<file path="src/rtl/rd_seq_pkg.sv">
package rd_seq_pkg;

  // Strobes from the control into the datapath; at most one of the first four per cycle.
  typedef struct packed {
    logic frameLoad;   // capture settings, clear row count
    logic lineStart;   // begin a row at pair 0
    logic pairStep;    // move to the next pair of the row
    logic lineEnd;     // last pair shown, advance the row count
    logic scanOn;      // a row is being emitted this cycle
  } seqStrobe_t;

  // Status the datapath reports back to the control.
  typedef struct packed {
    logic lastPair;
    logic lastRow;
    logic winEmpty;
  } seqStatus_t;

endpackage

</file>
<file path="src/rtl/rd_seq_ctrl.sv">
module rd_seq_ctrl
  import rd_seq_pkg::*;
(
  input  logic       clk,
  input  logic       rstN,
  input  logic       frameSync,
  input  logic       lineSync,
  input  seqStatus_t stat,
  output seqStrobe_t stb
);

  logic fsPrev, lsPrev, scanning, frameDone;
  logic fsRise, lsRise;

  assign fsRise = frameSync & ~fsPrev;
  assign lsRise = lineSync & ~lsPrev;

  always_comb begin
    stb           = '0;
    stb.frameLoad = fsRise;
    stb.scanOn    = scanning;
    if (!fsRise) begin
      if (scanning) begin
        if (stat.lastPair) stb.lineEnd  = 1'b1;
        else               stb.pairStep = 1'b1;
      end else if (lsRise && !frameDone && !stat.winEmpty) begin
        stb.lineStart = 1'b1;
      end
    end
  end

  always_ff @(posedge clk) begin
    if (!rstN) begin
      fsPrev    <= 1'b0;
      lsPrev    <= 1'b0;
      scanning  <= 1'b0;
      frameDone <= 1'b1;
    end else begin
      fsPrev <= frameSync;
      lsPrev <= lineSync;
      if (fsRise) begin
        scanning  <= 1'b0;
        frameDone <= 1'b0;
      end else if (stb.lineStart) begin
        scanning <= 1'b1;
      end else if (stb.lineEnd) begin
        scanning <= 1'b0;
        if (stat.lastRow) frameDone <= 1'b1;
      end
    end
  end


  strobe_excl_chk: assert property (@(posedge clk) disable iff (!rstN)
    $onehot0({stb.frameLoad, stb.lineStart, stb.pairStep, stb.lineEnd}));


  line_begin_chk: assert property (@(posedge clk) disable iff (!rstN)
    stb.lineStart |=> stb.scanOn);


  frame_abort_chk: assert property (@(posedge clk) disable iff (!rstN)
    (frameSync && !fsPrev) |=> !stb.scanOn);

endmodule

</file>
<file path="src/rtl/rd_seq_datapath.sv">
module rd_seq_datapath
  import rd_seq_pkg::*;
#(
  parameter int COLS     = 320,
  parameter int ROWS     = 256,
  parameter int MAX_OUTS = 4,
  parameter int CW       = $clog2(COLS),
  parameter int RW       = $clog2(ROWS),
  parameter int CSZ      = $clog2(COLS + 1),
  parameter int RSZ      = $clog2(ROWS + 1),
  parameter int CHW      = $clog2(MAX_OUTS)
) (
  input  logic                     clk,
  input  logic                     rstN,
  input  seqStrobe_t               stb,
  input  logic [CW-1:0]            colStart,
  input  logic [RW-1:0]            rowStart,
  input  logic [CSZ-1:0]           width,
  input  logic [RSZ-1:0]           height,
  input  logic                     flipRows,
  input  logic                     flipCols,
  input  logic [1:0]               outMode,
  output seqStatus_t               stat,
  output logic [RW-1:0]            rowAddr,
  output logic [1:0]               pixValid,
  output logic [1:0][CW-1:0]       laneCol,
  output logic [1:0][CHW-1:0]      laneChan
);

  localparam int PW = $clog2(COLS / 2);

  // ---- settings captured on frame start, after rounding and clipping ----
  logic [CW-1:0]  newMask, csRound;
  logic [CSZ-1:0] colsAvail, wClip, wEff;
  logic [RSZ-1:0] rowsAvail, hEff;

  always_comb begin
    unique case (outMode)
      2'd0:    newMask = '0;
      2'd1:    newMask = CW'(1);
      default: newMask = CW'(MAX_OUTS - 1);
    endcase
    csRound   = colStart & ~newMask;
    colsAvail = (CSZ'(csRound) < CSZ'(COLS)) ? CSZ'(COLS) - CSZ'(csRound) : '0;
    wClip     = (width < colsAvail) ? width : colsAvail;
    wEff      = wClip & ~CSZ'(newMask);
    rowsAvail = (RSZ'(rowStart) < RSZ'(ROWS)) ? RSZ'(ROWS) - RSZ'(rowStart) : '0;
    hEff      = (height < rowsAvail) ? height : rowsAvail;
  end

  logic [CW-1:0]  cfgColStart;
  logic [RW-1:0]  cfgRowStart;
  logic [CSZ-1:0] cfgWidth;
  logic [RSZ-1:0] cfgHeight;
  logic           cfgFlipR, cfgFlipC;
  logic [CHW-1:0] cfgMask;
  logic [RSZ-1:0] rowOff;
  logic [PW-1:0]  pairIdx;

  always_ff @(posedge clk) begin
    if (!rstN) begin
      cfgColStart <= '0;
      cfgRowStart <= '0;
      cfgWidth    <= '0;
      cfgHeight   <= '0;
      cfgFlipR    <= 1'b0;
      cfgFlipC    <= 1'b0;
      cfgMask     <= '0;
      rowOff      <= '0;
      pairIdx     <= '0;
    end else if (stb.frameLoad) begin
      cfgColStart <= csRound;
      cfgRowStart <= rowStart;
      cfgWidth    <= wEff;
      cfgHeight   <= hEff;
      cfgFlipR    <= flipRows;
      cfgFlipC    <= flipCols;
      cfgMask     <= newMask[CHW-1:0];
      rowOff      <= '0;
      pairIdx     <= '0;
    end else if (stb.lineStart) begin
      pairIdx <= '0;
    end else if (stb.pairStep) begin
      pairIdx <= pairIdx + PW'(1);
    end else if (stb.lineEnd) begin
      pairIdx <= '0;
      rowOff  <= rowOff + RSZ'(1);
    end
  end

  // ---- status back to control ----
  logic [CSZ-1:0] off0;
  assign off0          = CSZ'({pairIdx, 1'b0});
  assign stat.lastPair = (off0 + CSZ'(2)) >= cfgWidth;
  assign stat.lastRow  = (rowOff + RSZ'(1)) == cfgHeight;
  assign stat.winEmpty = (cfgWidth == '0) || (cfgHeight == '0);

  // ---- row address ----
  logic [RW-1:0] rowPhys;
  assign rowPhys = cfgFlipR
                 ? RW'(cfgRowStart) + RW'(cfgHeight) - RW'(1) - RW'(rowOff)
                 : RW'(cfgRowStart) + RW'(rowOff);
  assign rowAddr = stb.scanOn ? rowPhys : '0;

  // ---- two column lanes ----
  for (genvar g = 0; g < 2; g++) begin : gLane
    logic [CSZ-1:0] laneOff;
    logic [CW-1:0]  colPhys;
    logic           laneOn;
    assign laneOff = off0 + CSZ'(g);
    assign colPhys = cfgFlipC
                   ? CW'(cfgColStart) + CW'(cfgWidth) - CW'(1) - CW'(laneOff)
                   : CW'(cfgColStart) + CW'(laneOff);
    assign laneOn      = stb.scanOn && (laneOff < cfgWidth);
    assign pixValid[g] = laneOn;
    assign laneCol[g]  = laneOn ? colPhys : '0;
    assign laneChan[g] = laneOn ? (colPhys[CHW-1:0] & cfgMask) : '0;
  end


  lane_order_chk: assert property (@(posedge clk) disable iff (!rstN)
    pixValid[1] |-> pixValid[0]);


  in_array_chk: assert property (@(posedge clk) disable iff (!rstN)
    pixValid[0] |-> (32'(laneCol[0]) < COLS && 32'(rowAddr) < ROWS));


  col_up_chk: assert property (@(posedge clk) disable iff (!rstN)
    (stb.pairStep && !cfgFlipC) |=> laneCol[0] == $past(laneCol[0]) + CW'(2));


  col_down_chk: assert property (@(posedge clk) disable iff (!rstN)
    (stb.pairStep && cfgFlipC) |=> laneCol[0] == $past(laneCol[0]) - CW'(2));


  row_hold_chk: assert property (@(posedge clk) disable iff (!rstN)
    stb.pairStep |=> $stable(rowAddr));

endmodule

</file>
<file path="src/rtl/rd_addr_seq.sv">
module rd_addr_seq
  import rd_seq_pkg::*;
#(
  parameter int COLS     = 320,
  parameter int ROWS     = 256,
  parameter int MAX_OUTS = 4,
  parameter int CW       = $clog2(COLS),
  parameter int RW       = $clog2(ROWS),
  parameter int CSZ      = $clog2(COLS + 1),
  parameter int RSZ      = $clog2(ROWS + 1),
  parameter int CHW      = $clog2(MAX_OUTS)
) (
  input  logic           clk,
  input  logic           rstN,
  input  logic           frameSync,
  input  logic           lineSync,
  input  logic [CW-1:0]  winColStart,
  input  logic [RW-1:0]  winRowStart,
  input  logic [CSZ-1:0] winWidth,
  input  logic [RSZ-1:0] winHeight,
  input  logic           flipRows,
  input  logic           flipCols,
  input  logic [1:0]     outMode,
  output logic [RW-1:0]  rowAddr,
  output logic [1:0]     pixValid,
  output logic [CW-1:0]  colAddr0,
  output logic [CW-1:0]  colAddr1,
  output logic [CHW-1:0] chan0,
  output logic [CHW-1:0] chan1
);

  seqStrobe_t          stb;
  seqStatus_t          stat;
  logic [1:0][CW-1:0]  laneCol;
  logic [1:0][CHW-1:0] laneChan;

  rd_seq_ctrl u_ctrl (
    .clk       (clk),
    .rstN      (rstN),
    .frameSync (frameSync),
    .lineSync  (lineSync),
    .stat      (stat),
    .stb       (stb)
  );

  rd_seq_datapath #(
    .COLS     (COLS),
    .ROWS     (ROWS),
    .MAX_OUTS (MAX_OUTS),
    .CW       (CW),
    .RW       (RW),
    .CSZ      (CSZ),
    .RSZ      (RSZ),
    .CHW      (CHW)
  ) u_dp (
    .clk      (clk),
    .rstN     (rstN),
    .stb      (stb),
    .colStart (winColStart),
    .rowStart (winRowStart),
    .width    (winWidth),
    .height   (winHeight),
    .flipRows (flipRows),
    .flipCols (flipCols),
    .outMode  (outMode),
    .stat     (stat),
    .rowAddr  (rowAddr),
    .pixValid (pixValid),
    .laneCol  (laneCol),
    .laneChan (laneChan)
  );

  assign colAddr0 = laneCol[0];
  assign colAddr1 = laneCol[1];
  assign chan0    = laneChan[0];
  assign chan1    = laneChan[1];

endmodule

</file>
<file path="config.mk">
export PLATFORM = sky130hd
export DESIGN_NAME = rd_addr_seq
export DESIGN_NICKNAME = d
export VERILOG_FILES = /design/src/rtl/rd_seq_pkg.sv /design/src/rtl/rd_seq_ctrl.sv /design/src/rtl/rd_seq_datapath.sv /design/src/rtl/rd_addr_seq.sv
export SDC_FILE = /design/constraint.sdc
export NUM_CORES = 1
export LEC_CHECK = 0
export ABC_AREA = 1
export CAP_MARGIN = 10
export CORE_UTILIZATION = 40
export CTS_CLUSTER_SIZE = 10
export DETAILED_ROUTE_END_ITERATION = 6
export HOLD_SLACK_MARGIN = 0.08
export SKIP_CTS_REPAIR_TIMING = 1
export SYNTH_ARGS = -nofsm -noshare
export SYNTH_HDL_FRONTEND = slang
export SYNTH_HIERARCHICAL = 1
export SYNTH_SLANG_ARGS = --single-unit
</file>
<file path="constraint.sdc">
create_clock -name clk -period 11 [get_ports clk]
set_clock_uncertainty 0.2 [all_clocks]
set_input_delay 2.75 -clock clk [delete_from_list [all_inputs] [get_ports clk]]
set_output_delay 2.75 -clock clk [all_outputs]
set_load 0.02 [all_outputs]
</file>
==> results of run 1 <==
-- critical path, cell delays in order, from the launching register on --
cell             delay, ps
dfxtp_1                400
inv_1                  110
ha_1                   280
inv_1                   60
ha_1                   180
inv_1                   60
fa_1                   400
o21ai_0                270
xor2_1                 170
inv_1                   60
ha_1                   300
nand2_1                 90
inv_1                   60
a21oi_1                180
o21ai_0                130
xor2_1                 150
nand2_1                 80
o21ai_0                 90
nor2_1                  80
clkdlybuf4s50_1        620
-- cell type report --
class	instances	area share, %
Tap cell	216	3.45
Sequential cell	60	15.4
Multi-Input combinational cell	716	58.4
Timing Repair Buffer	76	9.66
Clock buffer	12	3.28
Clock inverter	2	0.448
Inverter	196	9.40
-- logic make-up (layout without fill, tap and decap cells) --
kind of cell    after synthesis  in the layout  share of synthesized area (%)
buf+inv                     215            286                           12.9
compound gates              184            184                           15.4
mux                           1              1                          0.151
flops                        60             60                           18.1
xor+xnor                     40             40                           5.40
simple gates                390            390                           27.4
fa+ha+maj                   101            101                           20.7
-- where the power goes --
part           leakage (nW)  internal, mW  switching, mW
clock network         0.145         0.184         0.0943
logic                  3.13         0.138          0.216
registers             0.490         0.229         0.0114
total                  3.77         0.551          0.322
-- metrics by stage --
| stage | instance area, µm² | hold WS [ps] | std cells |
|---|---|---|---|
| global route | 7820 | 271 | 1278 |
| finish | 7820 | 260 | 1278 |
| floorplan | 6630 | 234 | 991 |
| detailed placement | 7530 | 253 | 1264 |
| CTS | 7820 | 261 | 1278 |
| global placement | 7530 | 253 | 1264 |
-- metal layers --
metal	vias up	wire length, µm
li1	3339	-
met4	0	160
met2	156	7540
met1	2798	9360
met3	12	932
met5	-	0
-- state kept, by name (all words and copies together), names as in the netlist --
name              flops
u_dp/cfgColStart      9
u_dp/cfgHeight        9
u_dp/cfgWidth         9
u_dp/cfgMask          2
u_dp/cfgFlipR         1
u_dp/rowOff           9
u_dp/cfgRowStart      8
u_dp/pairIdx          8
u_ctrl/fsPrev         1
u_dp/cfgFlipC         1
u_ctrl/frameDone      1
u_ctrl/lsPrev         1
u_ctrl/scanning       1
-- layout by cell type, fill, tap and decap left out, types with 11 or more instances in the layout --
cell type        count
a21oi_1             74
clkdlybuf4s50_1     74
dfxtp_1             60
fa_1                14
ha_1                87
inv_1              184
inv_2               11
nand2_1            202
nand3_1             67
nand4_1             15
nor2_1              56
nor3_1              13
o21ai_0             66
o22ai_1             14
xnor2_1             11
xor2_1              28
-- worst min-delay path by stage --
stage | depth (start not counted) | to | slack (ps) | from
2_1_floorplan | 2 | u_dp/cfgHeight[2]$_SDFFE_PN0P_ | 230 | u_dp/cfgHeight[2]$_SDFFE_PN0P_
3_3_place_gp | 2 | u_dp/cfgHeight[2]$_SDFFE_PN0P_ | 250 | u_dp/cfgHeight[2]$_SDFFE_PN0P_
3_5_place_dp | 2 | u_dp/cfgHeight[2]$_SDFFE_PN0P_ | 250 | u_dp/cfgHeight[2]$_SDFFE_PN0P_
4_1_cts | 2 | u_dp/cfgHeight[2]$_SDFFE_PN0P_ | 260 | u_dp/cfgHeight[2]$_SDFFE_PN0P_
5_1_grt | 2 | u_dp/cfgHeight[2]$_SDFFE_PN0P_ | 270 | u_dp/cfgHeight[2]$_SDFFE_PN0P_
6_report | 2 | u_dp/cfgHeight[2]$_SDFFE_PN0P_ | 260 | u_dp/cfgHeight[2]$_SDFFE_PN0P_
==> flow_metrics.py, run 1 <==
metrics = {
    "run_status": {
        "status": "completed",
    },
    "clock_network": {
        "cts-htree-levels": 3,
        "cts-buffers-inserted": 9,
        "worstSkewPairLatency_ps": 330,
        "ctsRootBufferMaster": "clkbuf_16",
        "cts.clk_slew.worst_paths_ps": 50,
        "clockBufferDepth": 2,
        "cts_sinks": 60,
        "cts_tree": "yes",
    },
    "grt": {
        "grt_pass1_vias": 5763,
        "antenna_found_initial": 0,
        "grt_pass1_wl_um": 29500,
        "gr-usage-met1_pct": 33.8,
        "grt_max_degree": 27,
        "met2_usage_pct": 34.0,
        "gr-max-usage-layer": "met2",
        "grt_overflow_total": 0,
        "grt_usage_pct": 22.4,
        "gr-usage-met3_pct": 2.20,
    },
    "synth": {
        "async_flop_share_pct": 0,
        "synth_top_area_share_pct": 18.1,
        "synth-seq-area-share_pct": 18.1,
        "synth_edf_count": 0,
        "synth_flop_cell": "dfxtp_1",
        "yosysWarnings": 6,
        "synth_top_cells_by_count": "nand2_1 (202), inv_1 (184), ha_1 (87), a21oi_1 (74), nand3_1 (67)",
        "syn_area_um2": 6630,
        "synth_cells": 991,
        "synth_area_leaders": "dfxtp_1 (18%), ha_1 (16%), nand2_1 (11%), inv_1 (10%), a21oi_1 (5.6%)",
        "synth.distinct_cells": 55,
        "synthesis.nets": 1135,
        "synth_area_leader_cell": "dfxtp_1",
        "yosys.cell_count.top_type": "nand2_1",
        "ys_ff_latch": 60,
        "syn_area_per_cell_um2": 6.69,
    },
    "job": {
        "drv_cap": 0,
    },
    "sta": {
        "rsz0062_at_grt": "false",
        "timing.final.ws_setup_ps": 3950,
        "maxSlewHeadroom_pct": 37.6,
        "timing.fmax_ghz": 0.142,
        "final_hold_viol_count": 0,
        "setup_viol": 0,
        "finalCritPeriodShare_pct": 64.1,
        "drv_slew": 0,
        "setup-tns-final_ps": 0,
        "finalCriticalPeriod_ps": 7050,
        "worst_pin_slew_ps": 935,
    },
    "critical_path": {
        "reg2reg_slack_ps": 7240,
        "critPathArrivalTime_ps": 4100,
        "cp-start-kind": "flip-flop",
        "r2r-start": "u_dp/pairIdx[0]$_SDFFE_PP0P_",
        "startpoint": "u_dp/cfgWidth[1]$_SDFFE_PN0P_",
        "end_kind": "primary output",
        "regToRegEndpoint": "u_dp/rowOff[8]$_SDFFE_PP0P_",
        "worstPathRequired_ps": 8050,
        "worstPathMaxFanout": 4,
        "crit_type": "reg -> out",
        "ff2ff_path_depth": 19,
        "crit_path_end": "colAddr0[6]",
    },
    "final_layout": {
        "seqCellArea_um2": 1200,
        "fillerInstances": 1729,
        "diodes": 0,
        "nets": 1203,
        "area_growth_pct": 18.1,
        "multi_input_area_um2": 4570,
        "utilization_pct": 48.9,
        "drive_gt1_share_pct": 6.12,
    },
    "detailed_routing": {
        "drtIter0Drc": 448,
        "vias": 6305,
        "drt-pass1-iter-count": 5,
        "ant_nets": 0,
        "drc": 0,
        "wirelength_um": 18000,
        "wire_per_inst_um": 14.1,
        "viasPerCell": 4.93,
    },
    "place": {
        "dp_hpwl_um": 14700,
        "post-place-ws_ps": 4340,
        "portBuffers": 74,
        "gp_congestion": 0.883,
    },
    "die": {
        "initial_core_util_pct": 41.4,
        "die_height_um": 131,
        "ios": 75,
        "die_w_um": 131,
        "rows": 46,
        "coreArea_um2": 16000,
        "dieArea_um2": 17100,
    },
    "power": {
        "total_power_mw": 0.873,
        "vdd.ir_drop.worst_v": 0.0000742,
        "pwr_density_cell_nw_per_um2": 112,
        "power_leakage_nw": 3.77,
    },
    "hold_path": {
        "worst_hold_path_type": "reg -> reg",
    },
}
No activity file was read; power rests on OpenSTA's default activity.
==> run 2, diff against run 1 <==
==> constraint.sdc (replaced) <==
create_clock -name clk -period 6.97 [get_ports clk]
set_clock_uncertainty 0.2 [all_clocks]
set_input_delay 1.7425 -clock clk [delete_from_list [all_inputs] [get_ports clk]]
set_output_delay 1.7425 -clock clk [all_outputs]
set_load 0.02 [all_outputs]
==> run 2 against run 1 <==
Against the previous run:
- combinational power is 57% higher
- wire length down 1.3%
- cell count grew 0.16%
- global-route usage down 0.39 points
- core utilization is essentially flat
- first-iteration DRC count fell by 2.7%
- worst hold slack improved by 1.1 ps
- critical endpoint unchanged
==> flow_metrics.py, run 2 (same netlist as run 1, synthesis figures left out) <==
metrics = {
    "run_status": {
        "status": "completed",
    },
    "detailed_routing": {
        "drt-pass1-iter-count": 5,
        "wire_per_inst_um": 13.9,
        "ant_nets": 0,
        "drc": 0,
        "drtIter0Drc": 436,
        "viasPerCell": 4.99,
        "vias": 6383,
        "wirelength_um": 17800,
    },
    "final_layout": {
        "area_growth_pct": 18.2,
        "final_cells": 1280,
        "drive_gt1_share_pct": 6.39,
        "nets": 1203,
        "final_cell_mix": "nand2_1 (202), inv_1 (184), ha_1 (87)",
        "fillerInstances": 1684,
        "final_common_cell": "nand2_1",
        "diodes": 0,
    },
    "sta": {
        "timing.fmax_ghz": 0.165,
        "setup_viol": 0,
        "setup-tns-final_ps": 0,
        "maxSlewHeadroom_pct": 39.2,
        "worst_pin_slew_ps": 911,
        "finalCritPeriodShare_pct": 86.7,
        "finalCriticalPeriod_ps": 6040,
        "rsz0062_at_grt": "false",
        "drv_slew": 0,
        "final_hold_viol_count": 0,
        "timing.final.ws_setup_ps": 925,
    },
    "clock_network": {
        "cts-htree-levels": 3,
        "cts_tree": "yes",
        "ctsRootBufferMaster": "clkbuf_16",
        "cts.clk_slew.worst_paths_ps": 50,
        "worstSkewPairLatency_ps": 320,
        "cts-buffers-inserted": 9,
        "clockBufferDepth": 2,
        "cts_sinks": 60,
    },
    "power": {
        "power_leakage_nw": 3.77,
        "pwr_density_cell_nw_per_um2": 174,
        "vdd.ir_drop.worst_v": 0.000115,
    },
    "place": {
        "dp_hpwl_um": 14600,
        "post-place-ws_ps": 1300,
        "placed_cells": 1264,
        "portBuffers": 74,
        "gp_congestion": 0.883,
    },
    "grt": {
        "grt_max_degree": 27,
        "antenna_found_initial": 0,
        "grt_usage_pct": 22.0,
        "grt_pass1_wl_um": 29200,
        "grt_overflow_total": 0,
        "grt_pass1_vias": 5792,
    },
    "critical_path": {
        "worstPathRequired_ps": 5030,
        "path_cells": "inv_1 -> ha_1 -> inv_1 -> ha_1 -> inv_1 -> fa_1 -> o21ai_0 -> xor2_1 -> inv_1 -> ha_1 -> nand2_1 -> inv_1 -> a21oi_1 -> o21ai_0 -> xor2_1 -> nand2_1 -> o21ai_0 -> nor2_1 -> clkdlybuf4s50_1",
        "critPathArrivalTime_ps": 4100,
        "cp_common_cell": "inv_1",
        "slowest_delay_ps": 620,
        "crit_type": "reg -> out",
        "path_buf_inv": 6,
        "end_kind": "primary output",
        "cp-start-kind": "flip-flop",
        "path_depth": 19,
        "worstPathMaxFanout": 4,
        "crit_slowest_cell": "clkdlybuf4s50_1",
        "ff2ff_path_depth": 19,
        "cp_top_family": "adder cells",
    },
    "die": {
        "rows": 46,
        "die_height_um": 131,
        "initial_core_util_pct": 41.4,
        "die_w_um": 131,
        "coreArea_um2": 16000,
        "ios": 75,
        "dieArea_um2": 17100,
    },
    "job": {
        "drv_cap": 0,
    },
    "hold_path": {
        "worst_hold_path_type": "reg -> reg",
        "min_path_cells": 2,
    },
}
[run 2: worst min-delay path, stage by stage, from the launching register on]
cell and delay (ps):
dfxtp_1 310, nand2_1 60, o21ai_1 50
[run 2: worst paths after layout]
kind | slack, ps | startpoint | end
worst min register to register | 260 | u_dp/cfgHeight[2]$_SDFFE_PN0P_ | u_dp/cfgHeight[2]$_SDFFE_PN0P_
worst min-delay path | 260 | u_dp/cfgHeight[2]$_SDFFE_PN0P_ | u_dp/cfgHeight[2]$_SDFFE_PN0P_
worst max-delay path | 930 | u_dp/cfgWidth[1]$_SDFFE_PN0P_ | colAddr0[6]
worst max register to register | 3250 | u_dp/pairIdx[0]$_SDFFE_PP0P_ | u_dp/rowOff[8]$_SDFFE_PP0P_
[run 2: metrics by stage]
stage          util (%)  hold WS (ps)  total power, mW  instance area, µm²
6_report           48.9           262             1.37                7830
5_1_grt            48.9           273             1.48                7830
4_1_cts            48.9           261             1.37                7830
3_5_place_dp       47.1           253            0.938                7530
3_3_place_gp       47.1           253            0.936                7530
2_1_floorplan         -           234            0.799                6630
[run 2: area by class of cell]
class / instances / area [µm²] / share of cell area (%)
well taps: 216 / 270 / 3.45
clock buffers: 13 / 280 / 3.58
flip-flops and latches: 60 / 1200 / 15.3
repair buffers: 76 / 756 / 9.65
inverters: 196 / 736 / 9.39
multi-input cells: 716 / 4570 / 58.3
clock inverters: 3 / 18.8 / 0.240
[run 2: layer usage]
layer	share of wire, %	global-route usage [%]	wire length, µm
met3	5.2	2.16	925
met4	1.1	5.00	188
met1	52	33.1	9310
met5	0	0	0
met2	41	33.5	7350
[run 2: power by group]
group | internal (mW) | switching [mW] | total (mW)
Combinational | 0.218 | 0.339 | 0.557
Sequential | 0.361 | 0.0178 | 0.379
Clock | 0.278 | 0.152 | 0.431
Total | 0.857 | 0.509 | 1.37
==> run 3, diff against run 2 <==
--- a/config.mk
+++ b/config.mk
@@ -7,6 +7,7 @@
 export LEC_CHECK = 0
 export ABC_AREA = 1
 export CAP_MARGIN = 10
+export CORE_ASPECT_RATIO = 0.9
 export CORE_UTILIZATION = 40
 export CTS_CLUSTER_SIZE = 10
 export DETAILED_ROUTE_END_ITERATION = 6
==> run 3 against run 2 <==
Against the previous run:
- worst setup slack improved by 24 ps
- register-to-register slack got worse by 310 ps
- fmax rose by 0.40%
- critical path depth rose by 2
- non-clock buffer count fell by 1
- combinational power rose by 1%
- wire length fell by 0.20%
==> flow_metrics.py, run 3 (same netlist as run 1, synthesis figures left out) <==
metrics = {
    "sta": {
        "rsz0062_at_grt": "false",
        "finalCritPeriodShare_pct": 86.4,
        "timing.final.ws_setup_ps": 949,
        "timing.fmax_ghz": 0.166,
        "drv_slew": 0,
        "setup-tns-final_ps": 0,
        "worst_pin_slew_ps": 927,
        "setup_viol": 0,
        "finalCriticalPeriod_ps": 6020,
        "final_hold_viol_count": 0,
        "maxSlewHeadroom_pct": 38.1,
    },
    "place": {
        "gp_congestion": 0.916,
        "post-place-ws_ps": 1270,
        "dp_hpwl_um": 14700,
        "portBuffers": 74,
    },
    "critical_path": {
        "cp-start-kind": "flip-flop",
        "crit_type": "reg -> out",
        "worstPathMaxFanout": 4,
        "end_kind": "primary output",
        "worstPathRequired_ps": 5030,
        "critPathArrivalTime_ps": 4080,
    },
    "clock_network": {
        "cts-htree-levels": 3,
        "cts_sinks": 60,
        "ctsRootBufferMaster": "clkbuf_16",
        "clockBufferDepth": 2,
        "cts-buffers-inserted": 9,
        "cts.clk_slew.worst_paths_ps": 50,
        "worstSkewPairLatency_ps": 330,
        "cts_tree": "yes",
    },
    "hold_path": {
        "worst_hold_path_type": "reg -> reg",
    },
    "final_layout": {
        "multi_input_area_um2": 4570,
        "drive_gt1_share_pct": 6.03,
        "area_growth_pct": 17.8,
        "seqCellArea_um2": 1200,
        "diodes": 0,
        "fillerInstances": 1716,
        "final_cell_mix": "nand2_1 (202), inv_1 (184), ha_1 (87)",
        "final_common_cell": "nand2_1",
        "nets": 1202,
    },
    "grt": {
        "grt_usage_pct": 21.7,
        "grt_pass1_wl_um": 28600,
        "antenna_found_initial": 0,
        "grt_pass1_vias": 5669,
        "grt_overflow_total": 0,
        "grt_max_degree": 27,
    },
    "detailed_routing": {
        "ant_nets": 0,
        "viasPerCell": 4.98,
        "drc": 0,
        "drt-pass1-iter-count": 6,
        "vias": 6310,
        "wire_per_inst_um": 14.0,
        "drtIter0Drc": 426,
        "wirelength_um": 17700,
    },
    "die": {
        "initial_core_util_pct": 40.9,
        "ios": 75,
        "coreArea_um2": 16200,
        "die_w_um": 138,
        "die_height_um": 124,
        "dieArea_um2": 17100,
        "rows": 44,
    },
    "power": {
        "sw_frac_of_total_pct": 36.9,
        "p_clk_share_pct": 31.8,
        "pwr-share-seq_pct": 27.4,
        "p_int_mw": 0.871,
        "pwr_density_cell_nw_per_um2": 177,
        "power_leakage_nw": 3.76,
        "power.switching_mw": 0.509,
        "combinationalPowerShare_pct": 40.8,
        "vdd.ir_drop.worst_v": 0.000131,
    },
    "job": {
        "drv_cap": 0,
    },
    "run_status": {
        "status": "completed",
    },
}
[run 3: final timing paths]
check,cells past startpoint,to,slack (ps),start
max,21,colAddr0[8],950,u_dp/cfgWidth[1]$_SDFFE_PN0P_
min,2,u_dp/cfgHeight[2]$_SDFFE_PN0P_,260,u_dp/cfgHeight[2]$_SDFFE_PN0P_
max reg2reg,17,u_dp/rowOff[8]$_SDFFE_PP0P_,2940,u_dp/pairIdx[0]$_SDFFE_PP0P_
min reg2reg,2,u_dp/cfgHeight[2]$_SDFFE_PN0P_,260,u_dp/cfgHeight[2]$_SDFFE_PN0P_
[run 3: power groups by stage]
stage | Clock [mW] | Combinational (mW) | Sequential, mW
floorplan | 0 | 0.421 | 0.378
global placement | 0 | 0.560 | 0.384
detailed placement | 0 | 0.559 | 0.385
CTS | 0.443 | 0.562 | 0.378
global route | 0.456 | 0.645 | 0.381
finish | 0.439 | 0.563 | 0.378
[run 3: worst max-delay path: stages, from the launching register on]
cell,delay (ps)
dfxtp_1,380
inv_1,100
ha_1,270
inv_1,50
ha_1,180
inv_1,60
fa_1,400
o21ai_0,270
nand2_1,80
nand2_1,60
a21oi_1,60
xnor2_1,140
ha_1,330
inv_1,90
nor3_1,250
a21oi_1,130
inv_1,60
nand2_1,50
nand3_1,90
nand2_1,60
inv_1,50
clkdlybuf4s50_1,580
[run 3: final cells by class]
cell class	count	share of cell area, %
tap	207	3.32
timing repair buffer	75	9.59
clock buffer	12	3.29
clock inverter	2	0.449
inverter	196	9.43
sequential	60	15.4
multi-input combinational	716	58.5
[run 3: per-stage QoR]
| stage | cells | hold WS [ps] | util, % | area (µm²) | power, mW |
|---|---|---|---|---|---|
| floorplan | 991 | 234 | - | 6630 | 0.799 |
| detailed placement | 1254 | 253 | 46.4 | 7510 | 0.944 |
| global route | 1268 | 293 | 48.2 | 7800 | 1.48 |
| finish | 1268 | 260 | 48.2 | 7800 | 1.38 |
| CTS | 1268 | 261 | 48.2 | 7800 | 1.38 |
| global placement | 1254 | 254 | 46.4 | 7510 | 0.944 |
[run 3: layer usage]
layer / global-route usage [%] / part of all wire (%)
met1: 34.5 / 56
met5: 0 / 0
met2: 30.4 / 38
met3: 1.91 / 4.7
met4: 5.56 / 1.2
